File: src/rtl/twi_seq_pkg.sv
package twi_seq_pkg;

  typedef enum logic [1:0] {
    OP_START = 2'd0,
    OP_STOP  = 2'd1,
    OP_WRITE = 2'd2,
    OP_READ  = 2'd3
  } twi_op_e;

  typedef enum logic [2:0] {
    S_IDLE,
    S_START,
    S_ADDR,
    S_TXB,
    S_RXB,
    S_HOLD,
    S_SUSP,
    S_STOP
  } seq_state_e;

  // shortcut enable positions
  localparam int SC_TX2RX   = 0;
  localparam int SC_TX2SUSP = 1;
  localparam int SC_TX2STOP = 2;
  localparam int SC_RX2TX   = 3;
  localparam int SC_RX2STOP = 4;
  localparam int SC_N       = 5;

  // event vector positions
  localparam int EV_TXS  = 0;
  localparam int EV_RXS  = 1;
  localparam int EV_LTX  = 2;
  localparam int EV_LRX  = 3;
  localparam int EV_SUSP = 4;
  localparam int EV_STOP = 5;
  localparam int EV_ERR  = 6;
  localparam int EV_N    = 7;

endpackage

File: src/rtl/twi_seq_shortcut.sv
module twi_seq_shortcut
  import twi_seq_pkg::*;
(
  input  logic [SC_N-1:0] shorts,
  input  logic            ev_last_tx,
  input  logic            ev_last_rx,
  input  logic            t_start_tx,
  input  logic            t_start_rx,
  input  logic            t_stop,
  input  logic            t_suspend,
  output logic            e_start_tx,
  output logic            e_start_rx,
  output logic            e_stop,
  output logic            e_suspend
);

  assign e_start_rx = t_start_rx | (ev_last_tx & shorts[SC_TX2RX]);
  assign e_suspend  = t_suspend  | (ev_last_tx & shorts[SC_TX2SUSP]);
  assign e_start_tx = t_start_tx | (ev_last_rx & shorts[SC_RX2TX]);
  assign e_stop     = t_stop     | (ev_last_tx & shorts[SC_TX2STOP])
                                 | (ev_last_rx & shorts[SC_RX2STOP]);

endmodule

File: src/rtl/twi_seq_pending.sv
module twi_seq_pending (
  input  logic clk,
  input  logic rst_n,
  input  logic active,
  input  logic in_susp,
  input  logic in_stop,
  input  logic set_stop,
  input  logic set_susp,
  input  logic set_stx,
  input  logic set_srx,
  input  logic clr_susp,
  input  logic clr_restart,
  input  logic clr_all,
  output logic stop_now,
  output logic susp_now,
  output logic restart_now,
  output logic restart_rx
);

  logic stop_q, susp_q, rs_q, rs_dir_q;
  logic stop_set, susp_set, rs_set;
  logic stop_d, susp_d, rs_d;

  // a stop while suspended is dropped; starts behind a stop are dropped
  assign stop_set = set_stop & active & ~in_susp & ~in_stop;
  assign susp_set = set_susp & active & ~in_susp & ~in_stop;
  assign stop_now = stop_q | stop_set;
  assign rs_set   = (set_stx | set_srx) & active & ~in_susp & ~in_stop & ~stop_now;
  assign susp_now    = susp_q | susp_set;
  assign restart_now = rs_q | rs_set;
  assign restart_rx  = rs_set ? set_srx : rs_dir_q;

  always_comb begin
    stop_d = clr_all ? 1'b0 : stop_now;
    susp_d = (clr_all | clr_susp) ? 1'b0 : susp_now;
    rs_d   = (clr_all | clr_restart) ? 1'b0 : restart_now;
  end

  always_ff @(posedge clk or negedge rst_n) begin
    if (!rst_n) begin
      stop_q   <= 1'b0;
      susp_q   <= 1'b0;
      rs_q     <= 1'b0;
      rs_dir_q <= 1'b0;
    end else begin
      stop_q <= stop_d;
      susp_q <= susp_d;
      rs_q   <= rs_d;
      if (rs_set) rs_dir_q <= set_srx;
    end
  end

endmodule

File: src/rtl/twi_seq_errflags.sv
module twi_seq_errflags (
  input  logic clk,
  input  logic rst_n,
  input  logic set_addr,
  input  logic set_data,
  input  logic clr_addr,
  input  logic clr_data,
  output logic addr_flag,
  output logic data_flag
);

  logic a_d, d_d;

  // a new NACK wins over a clear in the same cycle
  always_comb begin
    a_d = set_addr | (addr_flag & ~clr_addr);
    d_d = set_data | (data_flag & ~clr_data);
  end

  always_ff @(posedge clk or negedge rst_n) begin
    if (!rst_n) begin
      addr_flag <= 1'b0;
      data_flag <= 1'b0;
    end else begin
      addr_flag <= a_d;
      data_flag <= d_d;
    end
  end

endmodule

File: src/rtl/twi_txn_seq.sv
module twi_txn_seq
  import twi_seq_pkg::*;
#(
  parameter int ADDR_W = 7,
  parameter int CNT_W  = 8
) (
  input  logic                clk,
  input  logic                rst_n,
  input  logic                task_start_tx,
  input  logic                task_start_rx,
  input  logic                task_stop,
  input  logic                task_suspend,
  input  logic                task_resume,
  input  logic [ADDR_W-1:0]   cfg_addr,
  input  logic [SC_N-1:0]     cfg_shorts,
  input  logic [CNT_W-1:0]    tx_limit,
  input  logic [CNT_W-1:0]    rx_limit,
  input  logic                clr_addr_nack,
  input  logic                clr_data_nack,
  output logic                ev_tx_started,
  output logic                ev_rx_started,
  output logic                ev_last_tx,
  output logic                ev_last_rx,
  output logic                ev_suspended,
  output logic                ev_stopped,
  output logic                ev_error,
  output logic                addr_nack_flag,
  output logic                data_nack_flag,
  output logic                cmd_valid,
  output logic [1:0]          cmd_op,
  output logic [ADDR_W:0]     cmd_byte,
  output logic                cmd_nack_out,
  input  logic                eng_done,
  input  logic                eng_nack,
  input  logic [ADDR_W:0]     eng_rdata,
  output logic                hold_scl,
  output logic [CNT_W-1:0]    buf_rd_idx,
  input  logic [ADDR_W:0]     buf_rd_data,
  output logic                buf_wr_en,
  output logic [CNT_W-1:0]    buf_wr_idx,
  output logic [ADDR_W:0]     buf_wr_data
);

  localparam int CW1 = CNT_W + 1;

  seq_state_e       state_q, state_n;
  logic             wait_q, wait_n;
  logic             dir_q, dir_n;
  logic             halt_q, halt_n;
  logic [CW1-1:0]   cnt_q, cnt_n;
  logic [EV_N-1:0]  ev_q, ev_n;

  logic e_stx, e_srx, e_stop, e_susp;
  logic stop_now, susp_now, restart_now, restart_rx;
  logic clr_susp, clr_rs, clr_all, set_an, set_dn, bnd;
  logic [CW1-1:0] cnt_p1, cnt_p2, txl, rxl;
  twi_op_e op_c;

  assign cnt_p1 = cnt_q + CW1'(1);
  assign cnt_p2 = cnt_q + CW1'(2);
  assign txl    = CW1'(tx_limit);
  assign rxl    = CW1'(rx_limit);

  twi_seq_shortcut u_short (
    .shorts     (cfg_shorts),
    .ev_last_tx (ev_q[EV_LTX]),
    .ev_last_rx (ev_q[EV_LRX]),
    .t_start_tx (task_start_tx),
    .t_start_rx (task_start_rx),
    .t_stop     (task_stop),
    .t_suspend  (task_suspend),
    .e_start_tx (e_stx),
    .e_start_rx (e_srx),
    .e_stop     (e_stop),
    .e_suspend  (e_susp)
  );

  twi_seq_pending u_pend (
    .clk         (clk),
    .rst_n       (rst_n),
    .active      (state_q != S_IDLE),
    .in_susp     (state_q == S_SUSP),
    .in_stop     (state_q == S_STOP),
    .set_stop    (e_stop),
    .set_susp    (e_susp),
    .set_stx     (e_stx),
    .set_srx     (e_srx),
    .clr_susp    (clr_susp),
    .clr_restart (clr_rs),
    .clr_all     (clr_all),
    .stop_now    (stop_now),
    .susp_now    (susp_now),
    .restart_now (restart_now),
    .restart_rx  (restart_rx)
  );

  twi_seq_errflags u_flags (
    .clk       (clk),
    .rst_n     (rst_n),
    .set_addr  (set_an),
    .set_data  (set_dn),
    .clr_addr  (clr_addr_nack),
    .clr_data  (clr_data_nack),
    .addr_flag (addr_nack_flag),
    .data_flag (data_nack_flag)
  );

  // next-state logic
  always_comb begin
    state_n  = state_q;
    wait_n   = wait_q;
    dir_n    = dir_q;
    halt_n   = halt_q;
    cnt_n    = cnt_q;
    ev_n     = '0;
    cmd_valid    = 1'b0;
    op_c         = OP_START;
    cmd_byte     = '0;
    cmd_nack_out = 1'b0;
    buf_wr_en    = 1'b0;
    bnd      = 1'b0;
    clr_susp = 1'b0;
    clr_rs   = 1'b0;
    clr_all  = 1'b0;
    set_an   = 1'b0;
    set_dn   = 1'b0;

    case (state_q)
      S_IDLE: begin
        if (e_stx | e_srx) begin
          state_n = S_START;
          dir_n   = e_srx;
          cnt_n   = '0;
          halt_n  = 1'b0;
          wait_n  = 1'b0;
        end
      end
      S_START: begin
        if (!wait_q) begin
          cmd_valid = 1'b1;
          op_c      = OP_START;
          wait_n    = 1'b1;
          if (dir_q) ev_n[EV_RXS] = 1'b1;
          else       ev_n[EV_TXS] = 1'b1;
        end else if (eng_done) begin
          wait_n  = 1'b0;
          state_n = S_ADDR;
        end
      end
      S_ADDR: begin
        if (!wait_q) begin
          cmd_valid = 1'b1;
          op_c      = OP_WRITE;
          cmd_byte  = {cfg_addr, dir_q};
          wait_n    = 1'b1;
        end else if (eng_done) begin
          if (eng_nack) begin
            ev_n[EV_ERR] = 1'b1;
            set_an       = 1'b1;
            halt_n       = 1'b1;
          end else if (dir_q && (rxl == CW1'(1))) begin
            ev_n[EV_LRX] = 1'b1;
          end
          bnd = 1'b1;
        end
      end
      S_TXB: begin
        if (!wait_q) begin
          cmd_valid = 1'b1;
          op_c      = OP_WRITE;
          cmd_byte  = buf_rd_data;
          wait_n    = 1'b1;
          if (cnt_p1 == txl) ev_n[EV_LTX] = 1'b1;
        end else if (eng_done) begin
          cnt_n = cnt_p1;
          if (eng_nack) begin
            ev_n[EV_ERR] = 1'b1;
            set_dn       = 1'b1;
            halt_n       = 1'b1;
          end
          bnd = 1'b1;
        end
      end
      S_RXB: begin
        if (!wait_q) begin
          cmd_valid    = 1'b1;
          op_c         = OP_READ;
          cmd_nack_out = (cnt_p1 == rxl);
          wait_n       = 1'b1;
        end else if (eng_done) begin
          buf_wr_en = 1'b1;
          cnt_n     = cnt_p1;
          if (cnt_p2 == rxl) ev_n[EV_LRX] = 1'b1;
          bnd = 1'b1;
        end
      end
      S_HOLD: bnd = 1'b1;
      S_SUSP: if (task_resume) bnd = 1'b1;
      S_STOP: begin
        if (!wait_q) begin
          cmd_valid = 1'b1;
          op_c      = OP_STOP;
          wait_n    = 1'b1;
        end else if (eng_done) begin
          wait_n        = 1'b0;
          ev_n[EV_STOP] = 1'b1;
          clr_all       = 1'b1;
          state_n       = S_IDLE;
        end
      end
      default: state_n = S_IDLE;
    endcase

    // byte-boundary decision: suspend, stop, repeated start, more data, park
    if (bnd) begin
      wait_n = 1'b0;
      if (susp_now) begin
        state_n       = S_SUSP;
        ev_n[EV_SUSP] = 1'b1;
        clr_susp      = 1'b1;
      end else if (stop_now) begin
        state_n = S_STOP;
      end else if (restart_now) begin
        state_n = S_START;
        dir_n   = restart_rx;
        cnt_n   = '0;
        halt_n  = 1'b0;
        clr_rs  = 1'b1;
      end else if (!halt_n && !dir_q && (cnt_n < txl)) begin
        state_n = S_TXB;
      end else if (!halt_n && dir_q && (cnt_n < rxl)) begin
        state_n = S_RXB;
      end else begin
        state_n = S_HOLD;
      end
    end
  end

  always_ff @(posedge clk or negedge rst_n) begin
    if (!rst_n) begin
      state_q <= S_IDLE;
      wait_q  <= 1'b0;
      dir_q   <= 1'b0;
      halt_q  <= 1'b0;
      cnt_q   <= '0;
      ev_q    <= '0;
    end else begin
      state_q <= state_n;
      wait_q  <= wait_n;
      dir_q   <= dir_n;
      halt_q  <= halt_n;
      cnt_q   <= cnt_n;
      ev_q    <= ev_n;
    end
  end

  assign cmd_op        = op_c;
  assign hold_scl      = (state_q == S_SUSP) || (state_q == S_HOLD);
  assign buf_rd_idx    = cnt_q[CNT_W-1:0];
  assign buf_wr_idx    = cnt_q[CNT_W-1:0];
  assign buf_wr_data   = eng_rdata;
  assign ev_tx_started = ev_q[EV_TXS];
  assign ev_rx_started = ev_q[EV_RXS];
  assign ev_last_tx    = ev_q[EV_LTX];
  assign ev_last_rx    = ev_q[EV_LRX];
  assign ev_suspended  = ev_q[EV_SUSP];
  assign ev_stopped    = ev_q[EV_STOP];
  assign ev_error      = ev_q[EV_ERR];

endmodule

File: config.mk
export PLATFORM = sky130hd
export DESIGN_NAME = twi_txn_seq
export DESIGN_NICKNAME = d
export VERILOG_FILES = /design/src/rtl/twi_seq_pkg.sv /design/src/rtl/twi_seq_shortcut.sv /design/src/rtl/twi_seq_pending.sv /design/src/rtl/twi_seq_errflags.sv /design/src/rtl/twi_txn_seq.sv
export SDC_FILE = /design/constraint.sdc
export NUM_CORES = 1
export LEC_CHECK = 0
export ABC_AREA = 1
export BUFFER_PORTS_ARGS = -buffer_cell sky130_fd_sc_hd__buf_2
export CORE_MARGIN = 1
export CORE_UTILIZATION = 55
export CTS_CLUSTER_SIZE = 16
export DETAILED_ROUTE_END_ITERATION = 10
export PLACE_DENSITY = 0.88
export SLEW_MARGIN = 5
export SYNTH_ARGS = -nofsm -noshare
export SYNTH_HDL_FRONTEND = slang
export SYNTH_SLANG_ARGS = --single-unit
File: constraint.sdc
create_clock -name clk -period 4.2 [get_ports clk]
set_input_delay 0.21 -clock clk [delete_from_list [all_inputs] [get_ports clk]]
set_output_delay 0.21 -clock clk [all_outputs]
set_load 0.03 [all_outputs]
==> results.txt, run 1 <==
The flow ran to the end, and the final reports show no timing, DRC or antenna violations. Entering global routing, the biggest net connects 29 pins. Once detail routing completed, the nets flagged for antenna violations numbered 0. After floorplanning, the core was divided into 25 placement rows.

For the highest clock frequency the design can meet, the log shows 315 MHz. The number of top-level design ports was 102. The switching fraction of total power works out to 0.553.

The final routed wire length divided by cell count was 14.8 um. The run gives 0 ps as the sum of negative setup slack. Each instance of the synthesized netlist takes up on average 7.11 um2. For the number of gates resized after cts, the log shows 0.

Power comes to 2.06 mW. After synthesis the cells add up to 2790 um2. The antenna diode count was 0. The number of failing hold endpoints at the final stage came out at 0. The part of the total power dissipated in sequential elements was 0.240. The post-layout minimum cycle time is 3170 ps, and the internal power is 0.922 mW. The number of nets in the synthesized netlist is 463. Routability-driven placement finished with a final weighted congestion of 0.924.

Ranked by instance count, the synthesized netlist is headed by 62 x sky130_fd_sc_hd__inv_1, 57 x sky130_fd_sc_hd__nand2_1, 48 x sky130_fd_sc_hd__nor2_1. Clock root buffer: sky130_fd_sc_hd__clkbuf_8. The run gives 0 as the number of antenna violations at the first check in global routing. The cell count after synthesis came out at 392.

The wire length of the first global-routing pass came out at 11,900 um. The number of I/O port buffers is 85, and the post-route clock skew is 6.38 ps. For this block, the initial DRC count from the detailed router was 274.

Summed over all instances, the cell type with the most area after synthesis is sky130_fd_sc_hd__dfrtp_1. The die covers 5350 um2. The width of the die is 73.2 um.

The class of the worst hold path was input port to register. The total overflow left after global routing is 0. Number of max-slew violations in the final report: 0. In this run, synthesis inferred 0 flip-flops with an integrated enable.

Data arrives at the worst endpoint at 3380 ps. The maximum fanout along the worst path is 12. At the worst endpoint, the required time is 4410 ps.

Across the run, the number of max-cap violations was 0. In the post-synthesis netlist, the cell with the most instances is sky130_fd_sc_hd__inv_1. At the pin with the least slew margin, the transition time is 687 ps. Fill cells in the final layout number 425. Number of global-route vias before repair: 2,571.

The core region area is 4790 um2. For the number of warnings printed during yosys synthesis, the log shows 0. By area the synthesized netlist is led by sky130_fd_sc_hd__dfrtp_1 25%, sky130_fd_sc_hd__inv_1 8.4%, sky130_fd_sc_hd__nand2_1 7.7%. Yosys mapped the design onto 40 distinct sky130hd cell types.

For the number of setup violations in the final report, the log shows 0. The ratio of cells with drive above 1 in the final layout was 0.276; the clock tree buffer depth was 2. The net switching power is 1.14 mW, and the leakage component of the power is 1.70 nW. The deepest level of the CTS H-tree was 1. The tools report the portion of total power attributed to combinational logic as 0.655. From synthesis to final layout, the design area changed by 13.7%. Setup repair after global routing left no endpoint under its margin. TritonCTS created 3 clock buffers. The type of element launching the critical path was a register. The DRC violation count after routing was 0; the relative slew slack was 0.542. The area share of the largest cell type after synthesis came out at 0.251.

Proportion of synthesized chip area in sequential cells: 0.251. The setup path with the least slack is of type register to register. The final period utilization is 0.755, and the number of iterations in the first detailed-routing pass is 5.

Register bit count reported by yosys: 28. The later pin in the worst-skew pair is clocked with a latency of 280 ps. The clock drives 28 sinks. The die height is 73.2 um. The half-perimeter wire length of the detailed placement result was 6240 um; the power density over the cells was 652 nW/um2. The net count of the finished layout is 525.

The overall global routing resource usage is 0.291, and the clock slew seen by the registers of the worst setup and hold paths is 100 ps. The initial core utilization was 0.582; the number of vias per cell was 5.38. Wires add up to 7710 um. The worst-case vdd ir drop is 334 uV. In the synthesized netlist the dominant register cell turns out to be sky130_fd_sc_hd__dfrtp_1. STA classifies the critical path endpoint as a register. The fraction of registers with async set or reset after synthesis is 1.00. TritonCTS built the clock tree.

The logs give 0.106 for the relative contribution of the clock network to total power and 2,798 for the overall via count from detail_route.
## state kept, by name, indices dropped and copies added, names as in the netlist
name / cells
state_q: 3
cnt_q: 9
u_flags.addr_flag: 1
u_flags.data_flag: 1
u_pend.rs_dir_q: 1
wait_q: 1
halt_q: 1
u_pend.susp_q: 1
u_pend.stop_q: 1
dir_q: 1
u_pend.rs_q: 1
ev_q: 7
## cell usage in the layout, fill, tap and decap left out, types with 2 or more instances in the layout
cell type                  count
sky130_fd_sc_hd__nand2_2       6
sky130_fd_sc_hd__buf_2        85
sky130_fd_sc_hd__o21ai_0       7
sky130_fd_sc_hd__nand2_4       3
sky130_fd_sc_hd__clkbuf_8      3
sky130_fd_sc_hd__xnor2_1       6
sky130_fd_sc_hd__ha_1         16
sky130_fd_sc_hd__nor4_1        4
sky130_fd_sc_hd__inv_2         9
sky130_fd_sc_hd__nand3_1      15
sky130_fd_sc_hd__xor2_1       20
sky130_fd_sc_hd__nor2_1       48
sky130_fd_sc_hd__inv_1        62
sky130_fd_sc_hd__nor3_1       11
sky130_fd_sc_hd__nand3_2       2
sky130_fd_sc_hd__a211oi_1      2
sky130_fd_sc_hd__o22ai_1       8
sky130_fd_sc_hd__nor2_4        4
sky130_fd_sc_hd__nand2_1      57
sky130_fd_sc_hd__nand4_1       4
sky130_fd_sc_hd__a21oi_1      21
sky130_fd_sc_hd__o31ai_1       2
sky130_fd_sc_hd__o21ai_1       3
sky130_fd_sc_hd__a22oi_1       7
sky130_fd_sc_hd__a21oi_4       2
sky130_fd_sc_hd__a21oi_2       3
sky130_fd_sc_hd__dfrtp_1      28
## power by group through the flow
stage	clock network [mW]	logic [mW]	registers [mW]
floorplan	0	1.14	0.455
global placement	0	1.32	0.494
detailed placement	0	1.32	0.494
CTS	0.222	1.33	0.490
global route	0.232	1.48	0.506
finish	0.218	1.35	0.495
## final cells by class
cell class,instances,area (um2),area share
Sequential cell,28,701,0.221
Clock inverter,1,30.0,0.00948
Tap cell,67,83.8,0.0265
Timing Repair Buffer,86,435,0.137
Multi-Input combinational cell,263,1610,0.507
Inverter,72,270,0.0853
Clock buffer,3,41.3,0.0130
## layer usage
layer / track usage / routed length, um / up-vias
met4: 0.0370 / 74 / 0
met5: 0 / 0 / -
met3: 0.0539 / 732 / 10
met2: 0.494 / 3550 / 158
met1: 0.394 / 3350 / 1270
li1: - / - / 1360
## critical path, cell delays in order (launching register included)
cell and delay [ps]:
sky130_fd_sc_hd__dfrtp_1 650, sky130_fd_sc_hd__ha_1 310, sky130_fd_sc_hd__nand2_1 100, sky130_fd_sc_hd__o21ai_0 470, sky130_fd_sc_hd__o22ai_1 140, sky130_fd_sc_hd__a21oi_1 180, sky130_fd_sc_hd__inv_1 80, sky130_fd_sc_hd__ha_1 290
sky130_fd_sc_hd__inv_1 50, sky130_fd_sc_hd__o31a_1 290, sky130_fd_sc_hd__nand2_1 60, sky130_fd_sc_hd__nand2_1 50, sky130_fd_sc_hd__nand2_1 50, sky130_fd_sc_hd__nand2_1 60, sky130_fd_sc_hd__nand2_1 60, sky130_fd_sc_hd__nand2_1 40
sky130_fd_sc_hd__nand2_1 60, sky130_fd_sc_hd__nand2_1 50, sky130_fd_sc_hd__o21ai_1 80
## logic make-up (layout without fill, tap and decap cells)
| logic type | count (synthesis) | in the layout | synth area share |
|---|---|---|---|
| AO/OA/AOI/OAI | 62 | 62 | 0.152 |
| XOR/XNOR | 26 | 26 | 0.0817 |
| adder cells (fa/ha/maj) | 16 | 16 | 0.0718 |
| buffers and inverters | 101 | 162 | 0.172 |
| flip-flops | 28 | 28 | 0.251 |
| multiplexers | 1 | 1 | 0.00404 |
| AND/OR/NAND/NOR | 158 | 158 | 0.266 |
## per-stage QoR
stage / hold WS, ps / utilization / setup slack, ps / area (um2) / std cells
final: 97.7 / 0.662 / 1030 / 3170 / 520
after global routing: 93.8 / 0.662 / 811 / 3170 / 520
after CTS: 97.8 / 0.662 / 1110 / 3170 / 520
after detailed placement: 284 / 0.645 / 1160 / 3090 / 515
after global placement: 280 / 0.645 / 1050 / 3090 / 515
after floorplan: -85.6 / - / 1530 / 2790 / 392
## repair_timing
item                                   in CTS  in global routing
setup buffers                               0                  0
endpoints found under the hold margin      28                  0
hold buffers                                1                  0
## final timing paths
kind | start | end | slack (ps) | cells after the start
min reg2reg | dir_q$_DFF_PN0_ | ev_q[0]$_DFF_PN0_ | 500 | 1
max | cnt_q[0]$_DFF_PN0_ | state_q[2]$_DFFE_PN0P_ | 1030 | 18
max reg2reg | cnt_q[0]$_DFF_PN0_ | state_q[2]$_DFFE_PN0P_ | 1030 | 18
min in group asynchronous | rst_n | cnt_q[4]$_DFF_PN0_ | 500 | 2
min | clr_data_nack | u_flags.data_flag$_DFF_PN0_ | 100 | 2
max in group asynchronous | rst_n | state_q[2]$_DFFE_PN0P_ | 3260 | 2
No activity file was read; power rests on OpenSTA's default activity.
==> run 2, diff against run 1 <==
- CORE_UTILIZATION: 55 -> 51
- PLACE_DENSITY: 0.88 -> 0.82
- clock period: 4.2 -> 3 ns (I/O delays scaled with it)
==> results.txt, run 2 (synthesis results as in run 1) <==
The number of setup violations in the final report was 0. At the end of the flow, the number of nets in the layout was 534. The area of the die is 5760 um2. The total congestion overflow after global routing was 0; the number of buffers and inverters on the critical path was 2. The floorplan step set the die width to 75.9 um.

Net switching power: 1.64 mW. The root buffer cell chosen for the clock tree is sky130_fd_sc_hd__clkbuf_8. Input and output buffers added on the ports amount to 85. The DRC violation count after routing was 0. At the worst endpoint, the required time is 3190 ps. 0 antenna diodes ended up in the layout.

The number of setup buffers added after CTS came out at 0. The switching fraction of total power is 0.548, and the clock insertion delay at the later pin of the skew report is 290 ps. Counting tap cells, the placed design contains a total of 527 instances. The first global-routing pass estimated 12,900 um of wire.

After detailed routing, the average wire length per cell comes to 14.6 um. The tools report the number of failing hold endpoints at the final stage as 0. The sum of routed wire length over all layers was 7740 um; the deepest level of the CTS H-tree was 1.

The number of antenna violations at the first check in global routing was 0. Traced cell by cell, the critical path runs through inv_2, nand2_2, nor2_4, nand2_1, nand2_4, inv_1, o21ai_2, ha_1, a21oi_1, nor3_1, a211oi_1, nand2_1, nand3_1, nand2_1, nand2_1, nand2_1, nand2_1, a21oi_1. Broken down by cell family, the worst path's largest delay share belongs to simple AND/OR/NAND/NOR gates. In this design, the stage delay of the slowest critical-path cell is 500 ps. The post-route clock skew was 11.3 ps; the count of non-filler cells in the finished layout was 532. The clock slew seen by the registers of the worst setup and hold paths is 110 ps. The final period utilization was 0.915. The relative slew slack is 0.566, and the post-layout utilization of the core is 0.627. Buffers inserted during clock tree synthesis total 3. The number of vias per cell is 5.22. The HPWL after detailed placement is 6430 um. The tools report the overall global routing resource usage as 0.278. In this run, the number of DRC markers left after iteration 0 of detailed routing was 235. Adding up every negative setup slack in the final design gives 0 ps.

The worst setup path is launched from a register. 102 I/O pins were placed. The tool flagged a number of max-cap violations equal to 0. The final-layout worst hold slack was 42.7 ps. For the pin with the worst max-slew slack, the measured transition is 651 ps.

The number of flip-flops in the largest register works out to 9. The library cell used most frequently in the layout, excluding fill and tap cells, is sky130_fd_sc_hd__buf_2. In this run the worst path has a maximum fanout of 7. The portion of total power attributed to combinational logic is 0.679, and the internal power is 1.35 mW.

The flow ran to the end, and the final reports show no timing, DRC or antenna violations. The tools report the critical path arrival as 2930 ps. TritonCTS built the clock tree. The remaining number of nets flagged by the antenna check after routing was 0.

The slowest stage of the critical path is the sky130_fd_sc_hd__dfrtp_1 cell. Setup repair after global routing left no endpoint under its margin. The worst setup path is captured at a register.

The tools report the number of max-slew violations in the final report as 0. In the layout the commonest cells are 85 x sky130_fd_sc_hd__buf_2, 62 x sky130_fd_sc_hd__inv_1, 57 x sky130_fd_sc_hd__nand2_1. Entering global routing, the biggest net connects 29 pins.

The tools report the initial core utilization as 0.539. For this block, the via count after detailed routing is 2,777. Across the VDD grid, the largest voltage drop is 378 uV. The ratio of cells with drive above 1 in the final layout works out to 0.297.

The initialized floorplan defines 26 standard-cell rows. CTS saw 28 sinks. The floorplan step set the die height to 75.9 um. In the final layout, the registers with the most flip-flops are cnt_q x9, ev_q x7, state_q x3. The number of iterations in the first detailed-routing pass is 5. The path class of the tightest hold or removal check is input port to register.

Among the stages of the critical path, the cell type that occurs most often is sky130_fd_sc_hd__nand2_1. Register ranked first by flip-flop count: cnt_q. For this design the ratio of total power to cell area is 920 nW/um2. The highest clock frequency the design can meet was 364 MHz; the relative contribution of the clock network to total power was 0.105. Counting along the longest clock path gives a buffer depth of 2. The tools report the core region area as 5170 um2. Leakage component of the power: 1.74 nW. The setup path with the least slack is of type register to register. The number of global-route vias before repair was 2,690; the post-layout minimum cycle time was 2750 ps. At the end of routability-driven placement, the weighted congestion stood at 0.974. The part of the total power dissipated in sequential elements is 0.216, and the area growth from synthesis to final layout is 16.4%. After layout, the design draws a total of 2.98 mW.
run 2: cell types whose count changed in the layout (fill, tap and decap cells not counted):
cell / previous run / this run
sky130_fd_sc_hd__buf_4: 0 / 9
sky130_fd_sc_hd__o21ai_0: 7 / 4
sky130_fd_sc_hd__dfrtp_1: 28 / 26
sky130_fd_sc_hd__dfrtp_2: 0 / 2
sky130_fd_sc_hd__o21ai_1: 3 / 5
sky130_fd_sc_hd__o21ai_2: 0 / 1
run 2: cell type report:
class / count / area, um2
multi-input cells: 263 / 1610
repair buffers: 95 / 503
well taps: 70 / 87.6
flip-flops and latches: 28 / 703
clock buffers: 3 / 41.3
inverters: 72 / 270
fillers: 502 / 1930
clock inverters: 1 / 30.0
run 2: final timing paths:
path | start | end | slack (ps) | cells past startpoint
max reg2reg | state_q[0]$_DFFE_PN0P_ | state_q[0]$_DFFE_PN0P_ | 250 | 18
max | state_q[0]$_DFFE_PN0P_ | state_q[0]$_DFFE_PN0P_ | 250 | 18
max in group asynchronous | rst_n | state_q[2]$_DFFE_PN0P_ | 2130 | 2
min reg2reg | dir_q$_DFF_PN0_ | ev_q[0]$_DFF_PN0_ | 510 | 1
min | clr_addr_nack | u_flags.addr_flag$_DFF_PN0_ | 40 | 2
min in group asynchronous | rst_n | u_flags.addr_flag$_DFF_PN0_ | 410 | 2
run 2: power groups by stage:
stage          registers [mW]  logic [mW]  clock network [mW]
2_1_floorplan           0.637        1.59                   0
3_3_place_gp            0.642        1.97                   0
3_5_place_dp            0.646        1.99                   0
4_1_cts                 0.638        2.00               0.316
5_1_grt                 0.661        2.21               0.334
6_report                0.645        2.03               0.313
run 2: timing repair:
item	4_1_cts	5_1_grt
setup endpoints to repair	0	3
hold buffers	1	0
gates resized for setup	0	6
endpoints found under the hold margin	28	0
run 2: stage by stage:
| stage | instance area (um2) | setup slack, ps |
|---|---|---|
| final | 3240 | 254 |
| after global routing | 3240 | 27.4 |
| after CTS | 3240 | 68.6 |
| after detailed placement | 3160 | 96.4 |
| after global placement | 3160 | 191 |
| after floorplan | 2790 | 393 |
run 2: metal layers:
layer	share of wire	wire length [um]	vias up	track usage
li1	-	-	1380	-
met1	0.45	3470	1260	0.371
met2	0.46	3600	123	0.465
met3	0.071	548	14	0.0410
met4	0.017	129	0	0.0865
met5	0	0	-	0
==> run 3, diff against run 2 <==
- CORE_ASPECT_RATIO: unset -> 1.25
==> results.txt, run 3 (synthesis results as in run 1) <==
The flow ran to the end, and the final reports show no timing, DRC or antenna violations. Total congestion overflow after global routing: 0. Using the TritonRoute via totals, the vias-per-cell ratio works out to 5.23. Port buffering added 85 buffers.

TritonCTS built the clock tree. The number of cells traversed by the worst hold path works out to 2. For this run, the top clock speed supported by timing is 365 MHz. Most frequent standard cell in the layout excluding fill and tap cells: sky130_fd_sc_hd__buf_2. For the initial DRC count, the log shows 151. Highest-delay cell along the critical path: sky130_fd_sc_hd__dfrtp_2.

The worst setup path is of the register to register kind. The tools report the half-perimeter wire length of the detailed placement result as 6510 um. For the fill cell total of the finished layout, the log shows 519. The tools report the clock root buffer as sky130_fd_sc_hd__clkbuf_8.

The beginning of the worst hold path is clr_data_nack. The tools report the area taken by multi-input logic gates as 1610 um2. The first global-routing pass estimated 12,300 um of wire.

The type of element capturing the critical path was a register. The maximum fanout along the worst path is 7, and the sum of routed wire length over all layers is 7800 um. The final route contains 2,759 vias.

The logs give 0 for the number of maximum-capacitance constraint violations and 0.541 for the initial core utilization. The tools report the type of element launching the critical path as a register. Ratio of cells with drive above 1 in the final layout: 0.309. Leaving out fill and tap cells, the most frequent cells in the layout are 85 x sky130_fd_sc_hd__buf_2, 62 x sky130_fd_sc_hd__inv_1, 56 x sky130_fd_sc_hd__nand2_1. The part of the total power dissipated in sequential elements came out at 0.214. After routing, the total negative slack on setup checks comes to 0 ps.

In this run the static leakage power is 1.76 nW. After floorplanning, the core was sized to cover 5150 um2. After detailed routing, the number of remaining DRC violations is 0. The largest registers in the layout are cnt_q x9, ev_q x7, state_q x3. The delay of the slowest cell on the worst path came out at 480 ps.

The number of global-route vias before repair is 2,582. The clock slew seen by the registers of the worst setup and hold paths works out to 110 ps. The class of the worst hold path was input port to register. The area of the die came out at 5760 um2. The number of max-slew violations in the final report is 0, and the deepest level of the CTS H-tree is 1. At the worst endpoint, the required time is 3170 ps. The routed design could run at a clock period as short as 2740 ps.

The logs give 0.682 for the portion of total power attributed to combinational logic and 1.37 mW for the internal power. In this run the register-to-register setup slack is 260 ps. At the end of routability-driven placement, the weighted congestion stood at 0.984. The worst reg2reg path depth was 18. 102 I/O pins were placed.

The sequential cell area was 706 um2. The number of flip-flops in the largest register came out at 9. The number of failing hold endpoints at the final stage is 0. For the pin with the worst max-slew slack, the measured transition is 662 ps. Relative to the synthesized area, the layout overhead comes to 17.3%. The number of buffers and inverters on the critical path is 2.

The count of nets left with antenna violations once routing finished came out at 0. The tree built by TritonCTS fans out to 28 sinks. Final routed wire length divided by cell count: 14.8 um.

The most numerous cell type found on the critical path is sky130_fd_sc_hd__nand2_1. In this run the critical register-to-register path is captured at state_q[0]$_DFFE_PN0P_. Entering global routing, the biggest net connects 29 pins. The run gives 3.01 mW as the overall power consumption.

The number of setup violations in the final report is 0, and the die height is 84.6 um. For the relative slew slack, the log shows 0.559. The cell family contributing the most delay on the critical path was simple AND/OR/NAND/NOR gates. The net switching power came out at 1.63 mW.

The source of the worst register-to-register timing path was state_q[0]$_DFFE_PN0P_. The initialized floorplan defines 29 standard-cell rows. On the final layout, the worst clock skew is 10.2 ps. The clock passes through at most 2 buffers. Count of cell instances traversed by the critical path: 18.

Traced cell by cell, the critical path runs through inv_2, nand2_2, nor2_4, nand2_1, nand2_4, inv_1, o21ai_2, ha_1, a21oi_1, nor3_1, a211oi_1, nand2_1, nand3_1, nand2_1, nand2_1, nand2_1, nand2_1, a21oi_1. The path with the worst hold slack has its endpoint at u_flags.data_flag$_DFF_PN0_. The number of clock buffers added by TritonCTS is 3. The logs give 0.104 for the relative contribution of the clock network to total power and 35.1 ps for the final-layout worst hold slack.

The register ranked first by flip-flop count is cnt_q. The overall global routing resource usage is 0.286. The final period utilization is 0.913, and the number of iterations in the first detailed-routing pass is 4. Number of antenna violations at the first check in global routing: 0.

For this design the ratio of total power to cell area is 919 nW/um2. The tools report the critical path arrival as 2910 ps. The number of antenna diodes in the final layout is 0. The worst-case IR drop observed on VDD is 424 uV. Setup repair after global routing left no endpoint under its margin. The logs give 280 ps for the clock insertion delay at the later pin of the skew report and 538 for the post-layout net count. Measured along the x axis, the die boundary spans 68.1 um.

The switching fraction of total power is 0.544.
==> run 3: timing repair <==
| item | 4_1_cts | 5_1_grt |
|---|---|---|
| cloned | 0 | 0 |
| hold endpoints to repair | 28 | 0 |
| hold buffers | 1 | 0 |
| resized for setup | 1 | 7 |
| pin swaps | 0 | 1 |
| buffers inserted | 0 | 2 |
| endpoints found under the setup margin | 1 | 3 |
==> run 3: cell type report <==
cell class | instances | share of cell area
multi-input cells | 263 | 0.493
flip-flops and latches | 28 | 0.216
well taps | 62 | 0.0237
clock buffers | 3 | 0.0126
repair buffers | 99 | 0.163
clock inverters | 1 | 0.00918
inverters | 72 | 0.0827
==> run 3: stage by stage <==
step,area (um2),cells,setup slack (ps),util
2_1_floorplan,2790,392,393,-
4_1_cts,3240,526,38.8,0.629
5_1_grt,3270,528,39.4,0.635
3_3_place_gp,3160,521,-26.0,0.614
6_report,3270,528,262,0.635
3_5_place_dp,3160,521,-35.5,0.614
==> run 3: worst max path at each step <==
| stage | start | to | slack [ps] |
|---|---|---|---|
| detailed placement | state_q[1]$_DFFE_PN0P_ | state_q[0]$_DFFE_PN0P_ | -40 |
| floorplan | cnt_q[1]$_DFF_PN0_ | cmd_nack_out | 390 |
| finish | state_q[0]$_DFFE_PN0P_ | state_q[0]$_DFFE_PN0P_ | 260 |
| global route | ev_q[2]$_DFF_PN0_ | state_q[0]$_DFFE_PN0P_ | 40 |
| CTS | state_q[2]$_DFFE_PN0P_ | state_q[0]$_DFFE_PN0P_ | 40 |
| global placement | state_q[0]$_DFFE_PN0P_ | state_q[0]$_DFFE_PN0P_ | -30 |
==> run 3: power by group through the flow <==
stage	Combinational, mW	Clock, mW	Sequential, mW
finish	2.05	0.312	0.644
CTS	2.00	0.319	0.652
floorplan	1.59	0	0.637
global route	2.25	0.328	0.659
detailed placement	1.99	0	0.660
global placement	1.98	0	0.655
==> run 3: layer usage <==
metal / up-vias / track usage / part of all wire
li1: 1389 / - / -
met1: 1255 / 0.345 / 0.41
met2: 99 / 0.511 / 0.52
met3: 16 / 0.0245 / 0.047
met4: 0 / 0.0928 / 0.028
met5: - / 0 / 0
